==> config.mk <==
export PLATFORM = sky130hd
export DESIGN_NAME = ebl_link_port
export DESIGN_NICKNAME = d
export VERILOG_FILES = /design/src/rtl/ebl_pkg.sv /design/src/rtl/ebl_flit_fifo.sv /design/src/rtl/ebl_steer.sv /design/src/rtl/ebl_vc_bank.sv /design/src/rtl/ebl_link_port.sv
export SDC_FILE = /design/constraint.sdc
export NUM_CORES = 1
export LEC_CHECK = 0
export BUFFER_PORTS_ARGS = -buffer_cell sky130_fd_sc_hd__buf_2
export CAP_MARGIN = 15
export CELL_PAD_IN_SITES_DETAIL_PLACEMENT = 2
export CELL_PAD_IN_SITES_GLOBAL_PLACEMENT = 2
export CORE_UTILIZATION = 43
export CTS_BUF_LIST = sky130_fd_sc_hd__clkbuf_16
export DETAILED_ROUTE_END_ITERATION = 12
export PLACE_DENSITY = 0.73
export SETUP_SLACK_MARGIN = 0.05
export SLEW_MARGIN = 20
export SYNTH_ARGS = -nofsm -noshare
export SYNTH_HDL_FRONTEND = slang
export SYNTH_SLANG_ARGS = --single-unit
==> constraint.sdc <==
create_clock -name clk -period 4.5 [get_ports clk]
set_input_delay 0.45 -clock clk [delete_from_list [all_inputs] [get_ports clk]]
set_output_delay 0.45 -clock clk [all_outputs]
set_load 0.02 [all_outputs]
==> src/rtl/ebl_pkg.sv <==
package ebl_pkg;
  parameter int NODE_W = 3;
  parameter int DATA_W = 16;

  typedef struct packed {
    logic              head;
    logic              tail;
    logic              hi;
    logic              esc;
    logic [NODE_W-1:0] dst;
    logic [DATA_W-1:0] data;
  } flit_t;

  localparam int FLIT_W = $bits(flit_t);

  typedef enum logic [1:0] {
    RT_IDLE  = 2'd0,
    RT_LOCAL = 2'd1,
    RT_PASS  = 2'd2,
    RT_ESC   = 2'd3
  } route_e;
endpackage

==> src/rtl/ebl_flit_fifo.sv <==
module ebl_flit_fifo #(
  parameter int W     = 8,
  parameter int DEPTH = 2
) (
  input  logic         clk,
  input  logic         rst_n,
  input  logic         wr_en,
  input  logic [W-1:0] wr_data,
  input  logic         rd_en,
  output logic [W-1:0] rd_data,
  output logic         empty,
  output logic         full
);
  localparam int PTR_W = (DEPTH > 1) ? $clog2(DEPTH) : 1;
  localparam int CNT_W = $clog2(DEPTH + 1);
  localparam logic [PTR_W-1:0] LAST  = PTR_W'(DEPTH - 1);
  localparam logic [CNT_W-1:0] FULLC = CNT_W'(DEPTH);

  logic [W-1:0]     mem_q [DEPTH];
  logic [PTR_W-1:0] wp_q, wp_d, rp_q, rp_d;
  logic [CNT_W-1:0] cnt_q, cnt_d;
  logic             do_wr, do_rd;

  assign empty   = (cnt_q == '0);
  assign full    = (cnt_q == FULLC);
  assign do_wr   = wr_en & ~full;
  assign do_rd   = rd_en & ~empty;
  assign rd_data = mem_q[rp_q];

  always_comb begin
    wp_d  = wp_q;
    rp_d  = rp_q;
    cnt_d = cnt_q;
    if (do_wr) wp_d = (wp_q == LAST) ? '0 : wp_q + PTR_W'(1);
    if (do_rd) rp_d = (rp_q == LAST) ? '0 : rp_q + PTR_W'(1);
    unique case ({do_wr, do_rd})
      2'b10:   cnt_d = cnt_q + CNT_W'(1);
      2'b01:   cnt_d = cnt_q - CNT_W'(1);
      default: cnt_d = cnt_q;
    endcase
  end

  always_ff @(posedge clk or negedge rst_n) begin
    if (!rst_n) begin
      wp_q  <= '0;
      rp_q  <= '0;
      cnt_q <= '0;
    end else begin
      wp_q  <= wp_d;
      rp_q  <= rp_d;
      cnt_q <= cnt_d;
    end
  end

  always_ff @(posedge clk) begin
    if (do_wr) mem_q[wp_q] <= wr_data;
  end
endmodule

==> src/rtl/ebl_steer.sv <==
module ebl_steer
  import ebl_pkg::*;
#(
  parameter int NODE_ID = 2,
  parameter int ESC_W   = 4
) (
  input  logic             clk,
  input  logic             rst_n,
  input  logic             f_valid,
  input  flit_t            f_in,
  output logic             f_pop,
  output logic             dn_valid,
  input  logic             dn_ready,
  input  logic [1:0]       vc_free,
  input  logic [1:0]       vc_space,
  input  logic [ESC_W-1:0] esc_limit,
  output logic [1:0]       vc_wr,
  output flit_t            vc_wdata,
  output logic [1:0]       bind_set
);
  localparam logic [NODE_W-1:0] MY_NODE = NODE_W'(NODE_ID);

  route_e           route_q, route_d;
  logic             cls_q, cls_d;
  logic [ESC_W-1:0] stall_q, stall_d;
  logic             local_hit, stall_cond, esc_now;

  assign local_hit  = (f_in.dst == MY_NODE);
  assign stall_cond = (route_q == RT_IDLE) & f_valid & f_in.hi & ~local_hit & ~dn_ready;

  always_comb begin
    route_d  = route_q;
    cls_d    = cls_q;
    f_pop    = 1'b0;
    dn_valid = 1'b0;
    vc_wr    = 2'b00;
    bind_set = 2'b00;
    esc_now  = 1'b0;
    vc_wdata = f_in;
    unique case (route_q)
      RT_IDLE: begin
        if (f_valid && local_hit) begin
          if (vc_free[f_in.hi] && vc_space[f_in.hi]) begin
            vc_wr[f_in.hi]    = 1'b1;
            bind_set[f_in.hi] = 1'b1;
            f_pop             = 1'b1;
            cls_d             = f_in.hi;
            route_d           = f_in.tail ? RT_IDLE : RT_LOCAL;
          end
        end else if (f_valid) begin
          dn_valid = 1'b1;
          if (dn_ready) begin
            f_pop   = 1'b1;
            route_d = f_in.tail ? RT_IDLE : RT_PASS;
          end else if (f_in.hi && (stall_q >= esc_limit) && vc_free[1] && vc_space[1]) begin
            esc_now      = 1'b1;
            vc_wr[1]     = 1'b1;
            bind_set[1]  = 1'b1;
            vc_wdata.esc = 1'b1;
            f_pop        = 1'b1;
            route_d      = f_in.tail ? RT_IDLE : RT_ESC;
          end
        end
      end
      RT_LOCAL: begin
        if (f_valid && vc_space[cls_q]) begin
          vc_wr[cls_q] = 1'b1;
          f_pop        = 1'b1;
          if (f_in.tail) route_d = RT_IDLE;
        end
      end
      RT_PASS: begin
        dn_valid = f_valid;
        if (f_valid && dn_ready) begin
          f_pop = 1'b1;
          if (f_in.tail) route_d = RT_IDLE;
        end
      end
      RT_ESC: begin
        vc_wdata.esc = 1'b1;
        if (f_valid && vc_space[1]) begin
          vc_wr[1] = 1'b1;
          f_pop    = 1'b1;
          if (f_in.tail) route_d = RT_IDLE;
        end
      end
      default: route_d = RT_IDLE;
    endcase
  end

  always_comb begin
    stall_d = '0;
    if (stall_cond && !esc_now) stall_d = (stall_q == '1) ? stall_q : stall_q + ESC_W'(1);
  end

  always_ff @(posedge clk or negedge rst_n) begin
    if (!rst_n) begin
      route_q <= RT_IDLE;
      cls_q   <= 1'b0;
      stall_q <= '0;
    end else begin
      route_q <= route_d;
      cls_q   <= cls_d;
      stall_q <= stall_d;
    end
  end
endmodule

==> src/rtl/ebl_vc_bank.sv <==
module ebl_vc_bank
  import ebl_pkg::*;
#(
  parameter int VC_DEPTH = 4
) (
  input  logic       clk,
  input  logic       rst_n,
  input  logic [1:0] vc_wr,
  input  flit_t      vc_wdata,
  input  logic [1:0] bind_set,
  output logic [1:0] vc_free,
  output logic [1:0] vc_space,
  input  logic [1:0] rt_ready,
  output logic [1:0] rt_valid,
  output logic       rt_take,
  output logic       rt_cls,
  output flit_t      rt_flit
);
  logic [1:0] bound_q, bound_d, rd_en, clr, empty, full;
  flit_t      head_f [2];
  logic       grant_hi, grant_lo;

  for (genvar c = 0; c < 2; c++) begin : g_vc
    ebl_flit_fifo #(.W(FLIT_W), .DEPTH(VC_DEPTH)) u_fifo (
      .clk     (clk),
      .rst_n   (rst_n),
      .wr_en   (vc_wr[c]),
      .wr_data (vc_wdata),
      .rd_en   (rd_en[c]),
      .rd_data (head_f[c]),
      .empty   (empty[c]),
      .full    (full[c])
    );
    assign rt_valid[c] = ~empty[c];
    assign vc_space[c] = ~full[c];
    assign vc_free[c]  = ~bound_q[c];
    assign clr[c]      = rd_en[c] & head_f[c].tail;
  end

  assign grant_hi = rt_valid[1] & rt_ready[1];
  assign grant_lo = ~grant_hi & rt_valid[0] & rt_ready[0];
  assign rd_en    = {grant_hi, grant_lo};
  assign rt_take  = grant_hi | grant_lo;
  assign rt_cls   = grant_hi | (~grant_lo & rt_valid[1]);
  assign rt_flit  = rt_cls ? head_f[1] : head_f[0];
  assign bound_d  = (bound_q | bind_set) & ~clr;

  always_ff @(posedge clk or negedge rst_n) begin
    if (!rst_n) bound_q <= 2'b00;
    else        bound_q <= bound_d;
  end
endmodule

==> src/rtl/ebl_link_port.sv <==
module ebl_link_port
  import ebl_pkg::*;
#(
  parameter int NODE_ID  = 2,
  parameter int ESC_W    = 4,
  parameter int EB_DEPTH = 2,
  parameter int VC_DEPTH = 4
) (
  input  logic              clk,
  input  logic              rst_n,
  input  logic [ESC_W-1:0]  esc_limit,
  input  logic              up_valid,
  output logic              up_ready,
  input  logic              up_head,
  input  logic              up_tail,
  input  logic              up_hi,
  input  logic              up_esc,
  input  logic [NODE_W-1:0] up_dst,
  input  logic [DATA_W-1:0] up_data,
  output logic              dn_valid,
  input  logic              dn_ready,
  output logic              dn_head,
  output logic              dn_tail,
  output logic              dn_hi,
  output logic              dn_esc,
  output logic [NODE_W-1:0] dn_dst,
  output logic [DATA_W-1:0] dn_data,
  input  logic [1:0]        rt_ready,
  output logic [1:0]        rt_valid,
  output logic              rt_take,
  output logic              rt_hi,
  output logic              rt_head,
  output logic              rt_tail,
  output logic              rt_esc,
  output logic [NODE_W-1:0] rt_dst,
  output logic [DATA_W-1:0] rt_data
);
  flit_t      up_f, front_f, vc_wdata, rt_f;
  logic       eb_empty, eb_full, f_pop;
  logic [1:0] vc_wr, bind_set, vc_free, vc_space;

  assign up_f     = '{head: up_head, tail: up_tail, hi: up_hi, esc: up_esc, dst: up_dst, data: up_data};
  assign up_ready = ~eb_full;

  ebl_flit_fifo #(.W(FLIT_W), .DEPTH(EB_DEPTH)) u_stage (
    .clk     (clk),
    .rst_n   (rst_n),
    .wr_en   (up_valid),
    .wr_data (up_f),
    .rd_en   (f_pop),
    .rd_data (front_f),
    .empty   (eb_empty),
    .full    (eb_full)
  );

  ebl_steer #(.NODE_ID(NODE_ID), .ESC_W(ESC_W)) u_steer (
    .clk       (clk),
    .rst_n     (rst_n),
    .f_valid   (~eb_empty),
    .f_in      (front_f),
    .f_pop     (f_pop),
    .dn_valid  (dn_valid),
    .dn_ready  (dn_ready),
    .vc_free   (vc_free),
    .vc_space  (vc_space),
    .esc_limit (esc_limit),
    .vc_wr     (vc_wr),
    .vc_wdata  (vc_wdata),
    .bind_set  (bind_set)
  );

  ebl_vc_bank #(.VC_DEPTH(VC_DEPTH)) u_vcs (
    .clk      (clk),
    .rst_n    (rst_n),
    .vc_wr    (vc_wr),
    .vc_wdata (vc_wdata),
    .bind_set (bind_set),
    .vc_free  (vc_free),
    .vc_space (vc_space),
    .rt_ready (rt_ready),
    .rt_valid (rt_valid),
    .rt_take  (rt_take),
    .rt_cls   (rt_hi),
    .rt_flit  (rt_f)
  );

  assign dn_head = front_f.head;
  assign dn_tail = front_f.tail;
  assign dn_hi   = front_f.hi;
  assign dn_esc  = front_f.esc;
  assign dn_dst  = front_f.dst;
  assign dn_data = front_f.data;
  assign rt_head = rt_f.head;
  assign rt_tail = rt_f.tail;
  assign rt_esc  = rt_f.esc;
  assign rt_dst  = rt_f.dst;
  assign rt_data = rt_f.data;
endmodule

==> results_dict.tcl <==
set metrics [dict create \
    first_pass_iters 7 \
    ant_nets 0 \
    overflow 0 \
    synth_top_area_frac 0.6433 \
    p_comb_frac 0.346 \
    synth_edf_count 222 \
    hpwl_um 16920 \
    grt_use_met1 0.2881 \
    setup_violations 0 \
    cap_violations 0 \
    rsz0062_at_grt "no" \
    final.min_clock_period_ns 3.579 \
    finalCritPeriodShare 0.7953 \
    worst_pin_slew_ns 1.026 \
    avgSynthCellArea_um2 18.98 \
    post-place-ws_ns 0.9248 \
    skew_ns 0.01503 \
    leakagePower_nw 4.259 \
    clk_latency_ns 0.54 \
    setup_tns_ns 0 \
    busiest_layer "met2" \
    ys_ff_latch 249 \
    yosys.area.top_type "edfxtp_1" \
    met3_usage 0.03634 \
    fp-row-count 56 \
    die_area_mm2 0.02472 \
    cp-end-kind "flop" \
    synth_area_mm2 0.01036 \
    fmax_mhz 279.4 \
    finalHoldWorstSlack_ns 0.1036 \
    hold_viol 0 \
    syn_inst 546 \
    grt_pass1_wl_um 39120 \
    vias_per_cell 5.413 \
    peakVddDrop_mv 0.4539 \
    syn_nets 603 \
    clock_sinks 249 \
    clockPowerShare 0.260 \
    synth.area.top_cells "edfxtp_1, mux4_2, dfrtp_1" \
    area_growth_pct 15.59 \
    switchingPower_mw 2.955 \
    post_drt_wl_per_cell_um 26.53 \
    synth_cell_types 58 \
    fin_area_mm2 0.01198 \
    power_mw 8.506 \
    worst-r2r-setup-slack_ns 0.92 \
    die_w_um 157.2 \
    p_int_mw 5.552 \
    synthArstFlopShare 0.1084 \
    power_frac_seq 0.394 \
    p_per_area_mw_per_mm2 710.2 \
    cts_buffers 27 \
    fin_util 0.5088 \
    holdPathStages 1 \
    clk_pin_slew_worst_paths_ns 0.06 \
    drive_gt1_frac 0.3758 \
    reg2reg_depth 8 \
    path_class "reg2reg" \
    grt_use_met2 0.3858 \
    cp_max_fo 17 \
    finalNetCount 696 \
    design.portCount 84 \
    slew_headroom 0.3162 \
    antenna_cells 0 \
    synthFlopType "edfxtp_1" \
    drt_wl_total_um 25980 \
    crit_path_cell_trace "inv_1 > ha_1 > o21ai_0 > nor4_4 > nand4_2 > a311oi_4 > and2_1 > buf_4" \
    fin_cells 979 \
    vias 5299 \
    cts-root-buf "clkbuf_16" \
    drc 0 \
    core_area_mm2 0.02354 \
    yosysWarnings 0 \
    switching_share 0.3473 \
    max_stage_delay_ns 0.88 \
    placed_cell_area_mm2 0.01109 \
    start_kind "flop" \
    antenna_found_initial 1 \
    grt_pass1_vias 6086 \
    track_usage 0.2231 \
    cts.path.max_buffers 3 \
    arrival_ns 3.82 \
    tritoncts "built" \
    cp_slowest_cell "and2_1" \
    gp_congestion 0.8606 \
    port_buffers 83 \
    die_y_um 157.2 \
    run_status "completed" \
    fin_ws_ns 0.9210 \
    slew_violations 0 \
    hold_class "in2reg" \
    drtIter0Drc 335 \
    grt_max_degree 28 \
    initial_core_util 0.4402 \
    required_ns 4.74 \
    yosysSeqAreaShare 0.7085 \
    htreeDepth 1 \
    dp_cells 928 \
]
[worst paths after layout]
| check | from | endpoint |
|---|---|---|
| setup / recovery | u_steer.route_q[0] | u_vcs.g_vc[1].u_fifo.mem_q[2][1] |
| min in group asynchronous | rst_n | u_steer.stall_q[0] |
| max in group asynchronous | rst_n | u_vcs.g_vc[1].u_fifo.rp_q[1] |
| setup reg to reg | u_steer.route_q[0] | u_vcs.g_vc[1].u_fifo.mem_q[2][1] |
| hold reg to reg | u_vcs.g_vc[0].u_fifo.cnt_q[2] | u_vcs.g_vc[0].u_fifo.cnt_q[2] |
| hold / removal | up_tail | u_stage.mem_q[1][21] |
[cell usage in the layout (no fill, tap or decap), types with 2 or more instances in the layout]
cell type	instances
dfrtp_1	26
nor3_2	2
buf_2	83
clkinv_2	3
or3_1	2
nand2_1	12
nor2_1	17
edfxtp_1	222
o2bb2ai_1	2
buf_4	15
mux2i_1	2
and2_1	4
mux2_1	3
a21o_1	2
ha_1	22
mux2_4	2
nor2b_2	4
nand3_1	6
inv_1	30
mux2_2	45
bufinv_16	4
nor3_1	5
xnor2_1	6
a21oi_1	3
mux4_2	44
nor3b_1	2
xor2_1	6
or2_2	2
and3_1	3
clkbuf_16	27
nor2_2	2
fa_1	2
a31oi_1	2
nand2b_1	3
clkinv_1	7
o21ai_0	10
[layout make-up]
cell class,count,area [um2]
timing repair buffer,99,538.0
clock inverter,23,203.9
tap,319,399.1
sequential,249,7343
fill,2150,11560
multi-input combinational,239,2731
clock buffer,27,675.6
inverter,23,86.33
[timing repair]
item | 4_1_cts | 5_1_grt
hold buffers | 1 | 0
resized for setup | 0 | 0
endpoints found under the hold margin | 27 | 0
buffers inserted | 0 | 0
[cells in the mapped netlist (all sizes together), types with 2 or more instances]
cell and n:
a21o 2, a21oi 3, a31oi 2, and2 4, and3 3, buf 29
clkbuf 6, dfrtp 27, edfxtp 222, fa 2, ha 22, inv 23
mux2 50, mux2i 2, mux4 44, nand2 12, nand2b 3, nand3 7
nor2 19, nor2b 4, nor3 7, nor3b 3, nor4b 2, o21ai 12
o2bb2ai 2, or2 2, or3 2, xnor2 6, xor2 6
[flip-flops by register name, summed over array words and instances (netlist names), 2 cells and up]
name                     cells
u_steer.stall_q              4
u_steer.route_q              2
u_vcs.bound_q                2
u_stage.mem_q               46
u_vcs.g_vc.u_fifo.rp_q       4
u_vcs.g_vc.u_fifo.wp_q       4
u_stage.cnt_q                2
u_vcs.g_vc.u_fifo.cnt_q      6
u_vcs.g_vc.u_fifo.mem_q    176
[power by group through the flow]
| stage | Sequential (mW) | Combinational [mW] | Clock, mW |
|---|---|---|---|
| floorplan | 3.23 | 2.17 | 0 |
| global placement | 3.35 | 2.79 | 0 |
| detailed placement | 3.39 | 2.97 | 0 |
| CTS | 3.36 | 3.02 | 2.25 |
| global route | 3.39 | 3.19 | 2.32 |
| finish | 3.35 | 2.94 | 2.21 |
[critical path, delay by kind of cell, from the launching register on]
| kind | cells | cell delay [ns] |
|---|---|---|
| AND/OR/NAND/NOR | 3 | 1.37 |
| AO/OA/AOI/OAI | 2 | 0.75 |
| flip-flops | 1 | 0.42 |
| buffers and inverters | 2 | 0.40 |
| adder cells (fa/ha/maj) | 1 | 0.32 |
[kinds of logic after synthesis]
kind of cell    after synthesis  share of synthesized area
mux                          96                     0.1526
flops                       249                     0.7085
buf+inv                      58                    0.02946
simple gates                 72                    0.04202
fa+ha+maj                    24                    0.03043
compound gates               35                    0.02680
xor+xnor                     12                    0.01014
[metal layers]
metal	vias to the layer above	part of all wire	wire length [um]
met5	-	0.00050	13
met4	2	0.025	638
met3	43	0.041	1067
met2	135	0.51	13210
met1	2805	0.43	11050
li1	2314	-	-
Note: power is estimated with default switching activity, not from simulation.
